## src/rtl/gc_pkg.sv

```systemverilog
package gc_pkg;
   typedef enum logic [2:0] {
      GC_IDLE,
      GC_SCAN,
      GC_CHECK,
      GC_COPY,
      GC_ERASE,
      GC_WBACK,
      GC_DONE
   } gc_phase_e;
endpackage

```

## src/rtl/gc_inv_counters.sv

```systemverilog
module gc_inv_counters #(
   parameter int NUM_BLK = 8,
   parameter int PAGES   = 8,
   parameter int BW      = 3,
   parameter int CW      = 4
) (
   input  logic          clk,
   input  logic          rst_n,
   input  logic          inc_i,
   input  logic [BW-1:0] inc_blk_i,
   input  logic          clr_i,
   input  logic [BW-1:0] clr_blk_i,
   input  logic [BW-1:0] rd_blk_i,
   output logic [CW-1:0] rd_cnt_o
);
   logic [NUM_BLK*CW-1:0] flat;

   for (genvar b = 0; b < NUM_BLK; b++) begin : g_cnt
      logic [CW-1:0] c_q;
      always_ff @(posedge clk or negedge rst_n) begin
         if (!rst_n) begin
            c_q <= '0;
         end else if (clr_i && clr_blk_i == BW'(b)) begin
            c_q <= '0;
         end else if (inc_i && inc_blk_i == BW'(b) && c_q != CW'(PAGES)) begin
            c_q <= c_q + 1'b1;
         end
      end
      assign flat[b*CW +: CW] = c_q;
   end

   assign rd_cnt_o = flat[rd_blk_i*CW +: CW];
endmodule

```

## src/rtl/gc_victim_scan.sv

```systemverilog
module gc_victim_scan #(
   parameter int NUM_BLK = 8,
   parameter int BW      = 3,
   parameter int CW      = 4
) (
   input  logic          clk,
   input  logic          rst_n,
   input  logic          scan_i,
   input  logic [CW-1:0] cnt_i,
   output logic [BW-1:0] idx_o,
   output logic [BW-1:0] best_blk_o,
   output logic [CW-1:0] best_cnt_o,
   output logic          last_o
);
   logic [BW-1:0] idx_q, best_q;
   logic [CW-1:0] bcnt_q;

   assign last_o     = scan_i && (idx_q == BW'(NUM_BLK - 1));
   assign idx_o      = idx_q;
   assign best_blk_o = best_q;
   assign best_cnt_o = bcnt_q;

   always_ff @(posedge clk or negedge rst_n) begin
      if (!rst_n) begin
         idx_q  <= '0;
         best_q <= '0;
         bcnt_q <= '0;
      end else if (scan_i) begin
         // strict compare keeps the earlier (lower) index on a tie
         if (idx_q == '0 || cnt_i > bcnt_q) begin
            best_q <= idx_q;
            bcnt_q <= cnt_i;
         end
         idx_q <= last_o ? '0 : idx_q + 1'b1;
      end
   end
endmodule

```

## src/rtl/gc_aux_buf.sv

```systemverilog
module gc_aux_buf #(
   parameter int DEPTH  = 8,
   parameter int IW     = 3,
   parameter int CW     = 4,
   parameter int SW     = 2,
   parameter int DATA_W = 16,
   parameter int LPA_W  = 8
) (
   input  logic              clk,
   input  logic              rst_n,
   input  logic              clr_i,
   input  logic              wr_i,
   input  logic [SW-1:0]     w_state_i,
   input  logic [DATA_W-1:0] w_data_i,
   input  logic [LPA_W-1:0]  w_lpa_i,
   input  logic [IW-1:0]     rd_idx_i,
   output logic [SW-1:0]     r_state_o,
   output logic [DATA_W-1:0] r_data_o,
   output logic [LPA_W-1:0]  r_lpa_o,
   output logic [CW-1:0]     count_o
);
   localparam int EW = SW + DATA_W + LPA_W;

   logic [EW-1:0] mem [DEPTH];
   logic [CW-1:0] cnt_q;

   always_ff @(posedge clk or negedge rst_n) begin
      if (!rst_n) begin
         cnt_q <= '0;
      end else if (clr_i) begin
         cnt_q <= '0;
      end else if (wr_i && cnt_q != CW'(DEPTH)) begin
         cnt_q <= cnt_q + 1'b1;
      end
   end

   always_ff @(posedge clk) begin
      if (!clr_i && wr_i && cnt_q != CW'(DEPTH)) begin
         mem[cnt_q[IW-1:0]] <= {w_state_i, w_data_i, w_lpa_i};
      end
   end

   assign {r_state_o, r_data_o, r_lpa_o} = mem[rd_idx_i];
   assign count_o = cnt_q;
endmodule

```

## src/rtl/gc_engine.sv

```systemverilog
module gc_engine #(
   parameter int NUM_BLK = 8,
   parameter int PAGES   = 8,
   parameter int WRITES  = 2,
   parameter int DATA_W  = 16,
   parameter int LPA_W   = 8,
   parameter int CB_W    = 16,
   localparam int BW = $clog2(NUM_BLK),
   localparam int PW = $clog2(PAGES),
   localparam int SW = $clog2(WRITES + 2),
   localparam int CW = $clog2(PAGES + 1)
) (
   input  logic              clk,
   input  logic              rst_n,
   input  logic              no_free_i,
   input  logic              inv_inc_i,
   input  logic [BW-1:0]     inv_blk_i,
   output logic              busy_o,
   output logic [BW-1:0]     rd_blk_o,
   output logic [PW-1:0]     rd_pg_o,
   input  logic [SW-1:0]     pg_state_i,
   input  logic [DATA_W-1:0] pg_data_i,
   input  logic [LPA_W-1:0]  pg_lpa_i,
   output logic              erase_o,
   output logic [BW-1:0]     erase_blk_o,
   output logic              fl_wr_o,
   output logic [BW-1:0]     wr_blk_o,
   output logic [PW-1:0]     wr_pg_o,
   output logic [DATA_W-1:0] wr_data_o,
   output logic              upd_o,
   output logic [SW-1:0]     upd_state_o,
   output logic [LPA_W-1:0]  upd_lpa_o,
   output logic              done_o,
   output logic              full_err_o,
   output logic [CB_W-1:0]   copyback_cnt_o
);
   import gc_pkg::*;

   if (NUM_BLK < 2) begin : g_bad_blk
      $error("gc_engine: NUM_BLK must be at least 2");
   end
   if (PAGES < 2) begin : g_bad_pages
      $error("gc_engine: PAGES must be at least 2");
   end
   if (WRITES < 1) begin : g_bad_writes
      $error("gc_engine: WRITES must be at least 1");
   end
   if (CB_W < 1) begin : g_bad_cbw
      $error("gc_engine: CB_W must be positive");
   end

   gc_phase_e     phase_q;
   logic [BW-1:0] scan_idx, victim;
   logic [CW-1:0] scan_cnt, best_cnt, kept;
   logic          scan_last;
   logic [PW-1:0] pg_q;
   logic [CW-1:0] wb_q;
   logic [CB_W-1:0] cb_q;
   logic          keep_pg;

   assign keep_pg = (phase_q == GC_COPY) && (pg_state_i != '0) &&
                    (pg_state_i <= SW'(WRITES));

   gc_inv_counters #(.NUM_BLK(NUM_BLK), .PAGES(PAGES), .BW(BW), .CW(CW)) u_cnt (
      .clk       (clk),
      .rst_n     (rst_n),
      .inc_i     (inv_inc_i),
      .inc_blk_i (inv_blk_i),
      .clr_i     (phase_q == GC_ERASE),
      .clr_blk_i (victim),
      .rd_blk_i  (scan_idx),
      .rd_cnt_o  (scan_cnt)
   );

   gc_victim_scan #(.NUM_BLK(NUM_BLK), .BW(BW), .CW(CW)) u_scan (
      .clk        (clk),
      .rst_n      (rst_n),
      .scan_i     (phase_q == GC_SCAN),
      .cnt_i      (scan_cnt),
      .idx_o      (scan_idx),
      .best_blk_o (victim),
      .best_cnt_o (best_cnt),
      .last_o     (scan_last)
   );

   gc_aux_buf #(.DEPTH(PAGES), .IW(PW), .CW(CW), .SW(SW),
                .DATA_W(DATA_W), .LPA_W(LPA_W)) u_buf (
      .clk       (clk),
      .rst_n     (rst_n),
      .clr_i     (phase_q == GC_CHECK),
      .wr_i      (keep_pg),
      .w_state_i (pg_state_i),
      .w_data_i  (pg_data_i),
      .w_lpa_i   (pg_lpa_i),
      .rd_idx_i  (wb_q[PW-1:0]),
      .r_state_o (upd_state_o),
      .r_data_o  (wr_data_o),
      .r_lpa_o   (upd_lpa_o),
      .count_o   (kept)
   );

   always_ff @(posedge clk or negedge rst_n) begin
      if (!rst_n) begin
         phase_q <= GC_IDLE;
         pg_q    <= '0;
         wb_q    <= '0;
         cb_q    <= '0;
      end else begin
         unique case (phase_q)
            GC_IDLE:  if (no_free_i) phase_q <= GC_SCAN;
            GC_SCAN:  if (scan_last) phase_q <= GC_CHECK;
            GC_CHECK: begin
               pg_q    <= '0;
               phase_q <= (best_cnt == '0) ? GC_IDLE : GC_COPY;
            end
            GC_COPY: begin
               pg_q <= pg_q + 1'b1;
               if (pg_q == PW'(PAGES - 1)) phase_q <= GC_ERASE;
            end
            GC_ERASE: begin
               wb_q    <= '0;
               phase_q <= (kept == '0) ? GC_DONE : GC_WBACK;
            end
            GC_WBACK: begin
               wb_q <= wb_q + 1'b1;
               cb_q <= cb_q + 1'b1;
               if (wb_q == kept - 1'b1) phase_q <= GC_DONE;
            end
            GC_DONE:  phase_q <= GC_IDLE;
            default:  phase_q <= GC_IDLE;
         endcase
      end
   end

   assign busy_o         = (phase_q != GC_IDLE);
   assign rd_blk_o       = victim;
   assign rd_pg_o        = pg_q;
   assign erase_o        = (phase_q == GC_ERASE);
   assign erase_blk_o    = victim;
   assign fl_wr_o        = (phase_q == GC_WBACK);
   assign upd_o          = (phase_q == GC_WBACK);
   assign wr_blk_o       = victim;
   assign wr_pg_o        = wb_q[PW-1:0];
   assign done_o         = (phase_q == GC_DONE);
   assign full_err_o     = (phase_q == GC_CHECK) && (best_cnt == '0);
   assign copyback_cnt_o = cb_q;
endmodule

```

## config.mk

```make
export PLATFORM = sky130hd
export DESIGN_NAME = gc_engine
export DESIGN_NICKNAME = d
export VERILOG_FILES = /design/src/rtl/gc_pkg.sv /design/src/rtl/gc_inv_counters.sv /design/src/rtl/gc_victim_scan.sv /design/src/rtl/gc_aux_buf.sv /design/src/rtl/gc_engine.sv
export SDC_FILE = /design/constraint.sdc
export NUM_CORES = 1
export LEC_CHECK = 0
export ABC_CLOCK_PERIOD_IN_PS = 4070
export BUFFER_PORTS_ARGS = -buffer_cell sky130_fd_sc_hd__buf_2
export CAP_MARGIN = 15
export CORE_MARGIN = 1
export CORE_UTILIZATION = 30
export DETAILED_ROUTE_END_ITERATION = 12
export GPL_TIMING_DRIVEN = 1
export HOLD_SLACK_MARGIN = 0.1
export SYNTH_ARGS = -nofsm -noshare
export SYNTH_HDL_FRONTEND = slang
export SYNTH_HIERARCHICAL = 1
export SYNTH_SLANG_ARGS = --single-unit
```

## constraint.sdc

```tcl
create_clock -name clk -period 4.07 [get_ports clk]
set_clock_uncertainty 0.1 [all_clocks]
set_input_delay 0.407 -clock clk [delete_from_list [all_inputs] [get_ports clk]]
set_output_delay 0.407 -clock clk [all_outputs]
set_load 0.005 [all_outputs]
```

* Word level (Yosys, flattened, before mapping)
Memories as Yosys holds them, arrays and structs flattened.
Cells that the tools add are included.
** Storage, ports and cells
- Bits in registers :: 72
- Memory bits (writable) :: 208
- Word-level logic and storage cells :: 154
- Memories kept :: 1
** Cells by class
- Add/sub/neg operators :: 14
- Order comparisons :: 2
- Equality and inequality tests :: 36
- Shift-type cells :: 1
- Multiplexer cells :: 30
- Reduce and logical (&&, ||, !) cells :: 54
** Memories
- u_buf.mem :: words 8, width 26, read ports 1, clocked after memory_dff 0, wr ports 1, RTL line gc_aux_buf.sv:24 : logic [EW-1:0] mem [DEPTH];
** Operator list (count)
- 2-to-1 mux 4 bit :: 18
- adder 4 x 1 -> 4 bit (second input constant) :: 10
- equality test 3 bit (second input constant) :: 13
- inequality test 4 bit (second input constant) :: 9
- variable part select 32 x 6 -> 4 bit :: 1
- logical AND 1 bit :: 31
- nonzero test 2 bit :: 12
- equality test 3 x 2 -> 1 bit (second input constant) :: 6
- one-hot mux 3 bit (6 select lines) :: 1
- adder 16 x 1 -> 16 bit (second input constant) :: 1
- 2-to-1 mux 3 bit :: 5
- zero test 3 bit :: 4
- equality test 3 x 1 -> 1 bit (second input constant) :: 3
- zero test 4 bit :: 2
- one-hot mux 4 bit (2 select lines) :: 1
- adder 3 x 1 -> 3 bit (second input constant) :: 2
- one-hot mux 3 bit (2 select lines) :: 1
- equality test 4 bit :: 1
- greater-than comparator 4 bit :: 1
- 2-to-1 mux 2 bit :: 2
- inequality test 2 x 1 -> 1 bit (second input constant) :: 2
- inequality test 2 bit (second input constant) :: 2
- AND reduction 4 bit :: 1
- subtractor 4 x 1 -> 4 bit (second input constant) :: 1
- 6 further kinds :: 7

* Depth between registers and ports, before layout
- Depth after elaboration :: 7
- Depth in mapped cells :: 9
- Mapped depth without buffers :: 8

* Modules after synthesis
Netlist, hierarchy kept.
** By module, submodules not included
- gc_aux_buf :: times used 1, cells an instance 337, area each 8261.7 µm²
- gc_inv_counters :: times used 1, cells an instance 230, area each 2298.5 µm²
- gc_engine :: times used 1, cells an instance 143, area each 1462.7 µm²
- gc_victim_scan :: times used 1, cells an instance 46, area each 546.8 µm²

* Worst setup path after synthesis
Ideal clock, no wire load.
- Kind :: flip-flop to flip-flop
- Start :: register phase_q[2]
- End :: memory u_buf/mem[7][0] (netlist name), enable pin
- Arrival time :: 3.682 ns
- Data required time :: 3.485 ns
- Path slack :: -0.196 ns
- Stages on the path, launching flop included :: 4
- Buffers on the path :: 0
- Cell sequence :: dfrtp_1 > nand3b_1 > nor2_1 > nor4b_1
** On the way
- Longest elaborated chain between the ends :: 7
- Elaborated cells on any way between the ends :: 9
** RTL lines
- start, declared :: RTL line gc_engine.sv:52 : gc_phase_e phase_q;
- start signal, assigned :: RTL line gc_engine.sv:114 : phase_q <= (best_cnt == '0) ? GC_IDLE : GC_COPY;
- start signal, assigned :: RTL line gc_engine.sv:122 : phase_q <= (kept == '0) ? GC_DONE : GC_WBACK;
- equality test 3 x 2 -> 1 bit :: RTL line gc_engine.sv:61 : assign keep_pg = (phase_q == GC_COPY) && (pg_state_i != '0) &&
- logical AND 1 bit (2 in a row) :: RTL line gc_engine.sv:61
- named net keep_pg :: RTL line gc_engine.sv:59 : logic keep_pg;
- logical AND 1 bit (2 in a row) :: RTL line gc_aux_buf.sv:38 : if (!clr_i && wr_i && cnt_q != CW'(DEPTH)) begin
- 2-to-1 mux 1 bit :: RTL line gc_aux_buf.sv:38
- 2-to-1 mux 1 bit (not written as such) :: RTL line gc_aux_buf.sv:39 : mem[cnt_q[IW-1:0]] <= {w_state_i, w_data_i, w_lpa_i};
- end, declared :: RTL line gc_aux_buf.sv:24
The timed path passes the listed nets, and every way through them passes these cells.

* Final worst setup path
- Start :: register wb_q[1]
- End :: output port wr_data_o[7]
** On the way
- Longest elaborated chain between the ends :: 1
** RTL lines
- start, declared :: RTL line gc_engine.sv:57 : logic [CW-1:0] wb_q;
- start signal, assigned :: RTL line gc_engine.sv:125 : wb_q <= wb_q + 1'b1;
- memory read (8 x 26 bit)
- end, declared :: RTL line gc_engine.sv:29 : output logic [DATA_W-1:0] wr_data_o,
No other way between the ends.

==> results_dict.tcl <==
set metrics [dict create \
    status "complete, but fails checks" \
    failed_checks "DRC" \
    ys.flop_type "edfxtp_1" \
    hold-worst-slack_ns 0.229 \
    p_per_area_mw_per_mm2 609 \
    total_power_mw 9.04 \
    cts_tree "done" \
    cts.path.max_buffers 3 \
    cp-start-kind "register" \
    max_stage_delay_ns 0.65 \
    grt_overflow_total 0 \
    design_area_mm2 0.0148 \
    rsz0062_at_grt "false" \
    grt_use_total 0.121 \
    reg2reg_from "u_scan/idx_o[1]$_DFFE_PN0P_" \
    leakage_nw 5.65 \
    fill_cells 3901 \
    hold_path_class "in2reg" \
    netlist_area_mm2 0.0126 \
    fin_crit_ns 3.08 \
    end_kind "output port" \
    crit_buf_inv 2 \
    crit_required_ns 3.56 \
    stdcell_count 1442 \
    routabilityCongestion 0.767 \
    reg2reg_slack_ns 1.11 \
    synthTopCellsByCount "208 x edfxtp_1, 73 x nand2_1, 72 x dfrtp_1" \
    dieWidth_um 207 \
    crit_chain "buf_4 -> mux4_1 -> mux2_2 -> buf_2" \
    fmax_mhz 325 \
    worst_pin_slew_ns 1.09 \
    totalNegativeSetupSlack_ns 0 \
    cp.arrival_ns 2.57 \
    dieArea_mm2 0.0427 \
    hold_depth 4 \
    postCtsSetupBuffers 0 \
    ant_nets 0 \
    via_per_inst 4.78 \
    relSlewSlack 0.277 \
    htree_levels 1 \
    dpl-instance-area_mm2 0.0136 \
    syn_nets 820 \
    synth_top_area_cell "edfxtp_1" \
    synth.avg_cell_area_um2 16.6 \
    drt_wl_total_um 25800 \
    reg2reg_to "u_scan/best_cnt_o[0]$_DFFE_PN0P_" \
    yosysWarningCount 6 \
    cts_num_sinks 280 \
    port_buffers 95 \
    netlist_instances 756 \
    ff2ff_path_depth 7 \
    grt_max_degree 73 \
    holdPathEnd "u_cnt/g_cnt[0].c_q[2]$_DFFE_PN0P_" \
    drv_slew 0 \
    avgRoutedWirePerCell_um 17.9 \
    layout-drive-gt1-share 0.245 \
    clk-insertion-delay-late_ns 0.56 \
    nets 951 \
    ys_types 58 \
    crit_type "reg2out" \
    root_buffer "clkbuf_16" \
    crit_family "multiplexers" \
    clkTransAtPathRegs_ns 0.06 \
    core_region_area_mm2 0.0411 \
    drt_iter0_drc 349 \
    vias 6897 \
    place_inst 1360 \
    rows 74 \
    ys_ff_latch 280 \
    drc 11 \
    io_pins 96 \
    cts_made_buffers 29 \
    ys_top_cells_by_area "edfxtp_1 50%, dfrtp_1 14%, mux4_1 11%" \
    netlist.area_leader.share 0.497 \
    synth_edf_count 208 \
    grt_pass1_wl_um 39900 \
    synth_most_common_cell "edfxtp_1" \
    antenna_found_initial 0 \
    synthArstFlopShare 0.257 \
    first_pass_iters 9 \
    max_cap_violations 0 \
    start_util 0.306 \
    setup-violations-final 0 \
    final_hold_viol_count 0 \
    hpwl_um 16100 \
    area_growth_pct 18.1 \
    cpMaxStageDelayCell "mux4_1" \
    antenna_cells 0 \
    min_from "inv_blk_i[0]" \
    cp_max_fo 29 \
    yosysSeqAreaShare 0.640 \
    final.period_utilization 0.757 \
    grt_pass1_vias 6992 \
    fp.dieH_um 207 \
    vdd_drop_max_v 0.000341 \
]
kinds of logic after synthesis:
kind of cell	synth area share
AOI/OAI and AO/OA	0.0294
xor gates and xnor gates	0.0166
adders and majority gates	0.0309
buffers and inverters	0.0314
DFF	0.640
muxes	0.177
and+or+nand+nor	0.0748
cells in the final DEF (no fill, tap or decap), types with 8 or more instances in the layout:
| master | instances |
|---|---|
| buf_2 | 94 |
| buf_4 | 14 |
| clkbuf_16 | 29 |
| clkinv_2 | 10 |
| dfrtp_1 | 70 |
| dlygate4sd3_1 | 28 |
| edfxtp_1 | 208 |
| ha_1 | 31 |
| inv_1 | 35 |
| mux2_2 | 39 |
| mux2i_1 | 24 |
| mux4_1 | 51 |
| mux4_2 | 9 |
| nand2_1 | 73 |
| nand3_1 | 11 |
| nand4_1 | 12 |
| nand4b_1 | 8 |
| nor2_1 | 9 |
| o21ai_0 | 14 |
| xnor2_1 | 20 |
sequential cells by signal, summed over array words and instances (netlist names):
signal,count
rd_pg_o,3
u_scan/best_blk_o,3
wb_q,4
u_buf/mem,208
u_scan/idx_o,3
u_scan/best_cnt_o,4
phase_q,3
u_buf/count_o,4
u_cnt/g_cnt.c_q,32
copyback_cnt_o,16
stage by stage:
step | utilization | setup WS (ns)
after floorplan | - | 0.579
after global placement | 0.332 | 1.14
after detailed placement | 0.332 | 1.09
after CTS | 0.361 | 0.924
after global routing | 0.361 | 0.851
final | 0.361 | 0.989
routing by layer:
metal | track usage | vias up | share of wire
li1 | - | 3208 | -
met1 | 0.165 | 3514 | 0.46
met2 | 0.203 | 146 | 0.48
met3 | 0.0229 | 29 | 0.049
met4 | 0.0206 | 0 | 0.014
met5 | 0 | - | 0
cell type report:
cell class                      count  area [µm²]  area share
Tap cell                          532         666      0.0448
Clock buffer                       33         741      0.0499
Clock inverter                     21         200      0.0135
Inverter                           35         131     0.00885
Timing Repair Buffer              138         896      0.0603
Multi-Input combinational cell    403        4170       0.281
Sequential cell                   280        8050       0.542
how the worst max path moves through the flow:
stage,startpoint,end,slack [ns],depth (start not counted)
6_report,wb_q[1]$_DFFE_PN0P_,wr_data_o[7],0.99,4
5_1_grt,wb_q[1]$_DFFE_PN0P_,wr_data_o[0],0.85,4
3_3_place_gp,u_scan/idx_o[1]$_DFFE_PN0P_,u_scan/best_cnt_o[0]$_DFFE_PN0P_,1.14,7
3_5_place_dp,u_scan/idx_o[1]$_DFFE_PN0P_,u_scan/best_cnt_o[0]$_DFFE_PN0P_,1.09,7
2_1_floorplan,phase_q[2]$_DFFE_PN0P_,u_buf/mem[0][0]$_DFFE_PP_,0.58,6
4_1_cts,wb_q[1]$_DFFE_PN0P_,wr_data_o[7],0.92,4
worst register-to-register path: cells and delay by family, from the launching register on:
| kind | cells | cell delay, ns |
|---|---|---|
| flip-flops | 1 | 0.61 |
| multiplexers | 3 | 1.30 |
| AO/OA/AOI/OAI | 2 | 0.37 |
| AND/OR/NAND/NOR | 1 | 0.16 |
| adder cells (fa/ha/maj) | 1 | 0.30 |
report_power, final:
group          switching [mW]  internal (mW)
registers               0.525           3.48
clock network            1.12           1.51
logic                    1.15           1.26
repair_timing:
item,CTS,global route
hold buffers,28,0
gates resized for setup,0,0
hold endpoints to repair,281,0
(Power assumes the default switching activity.)
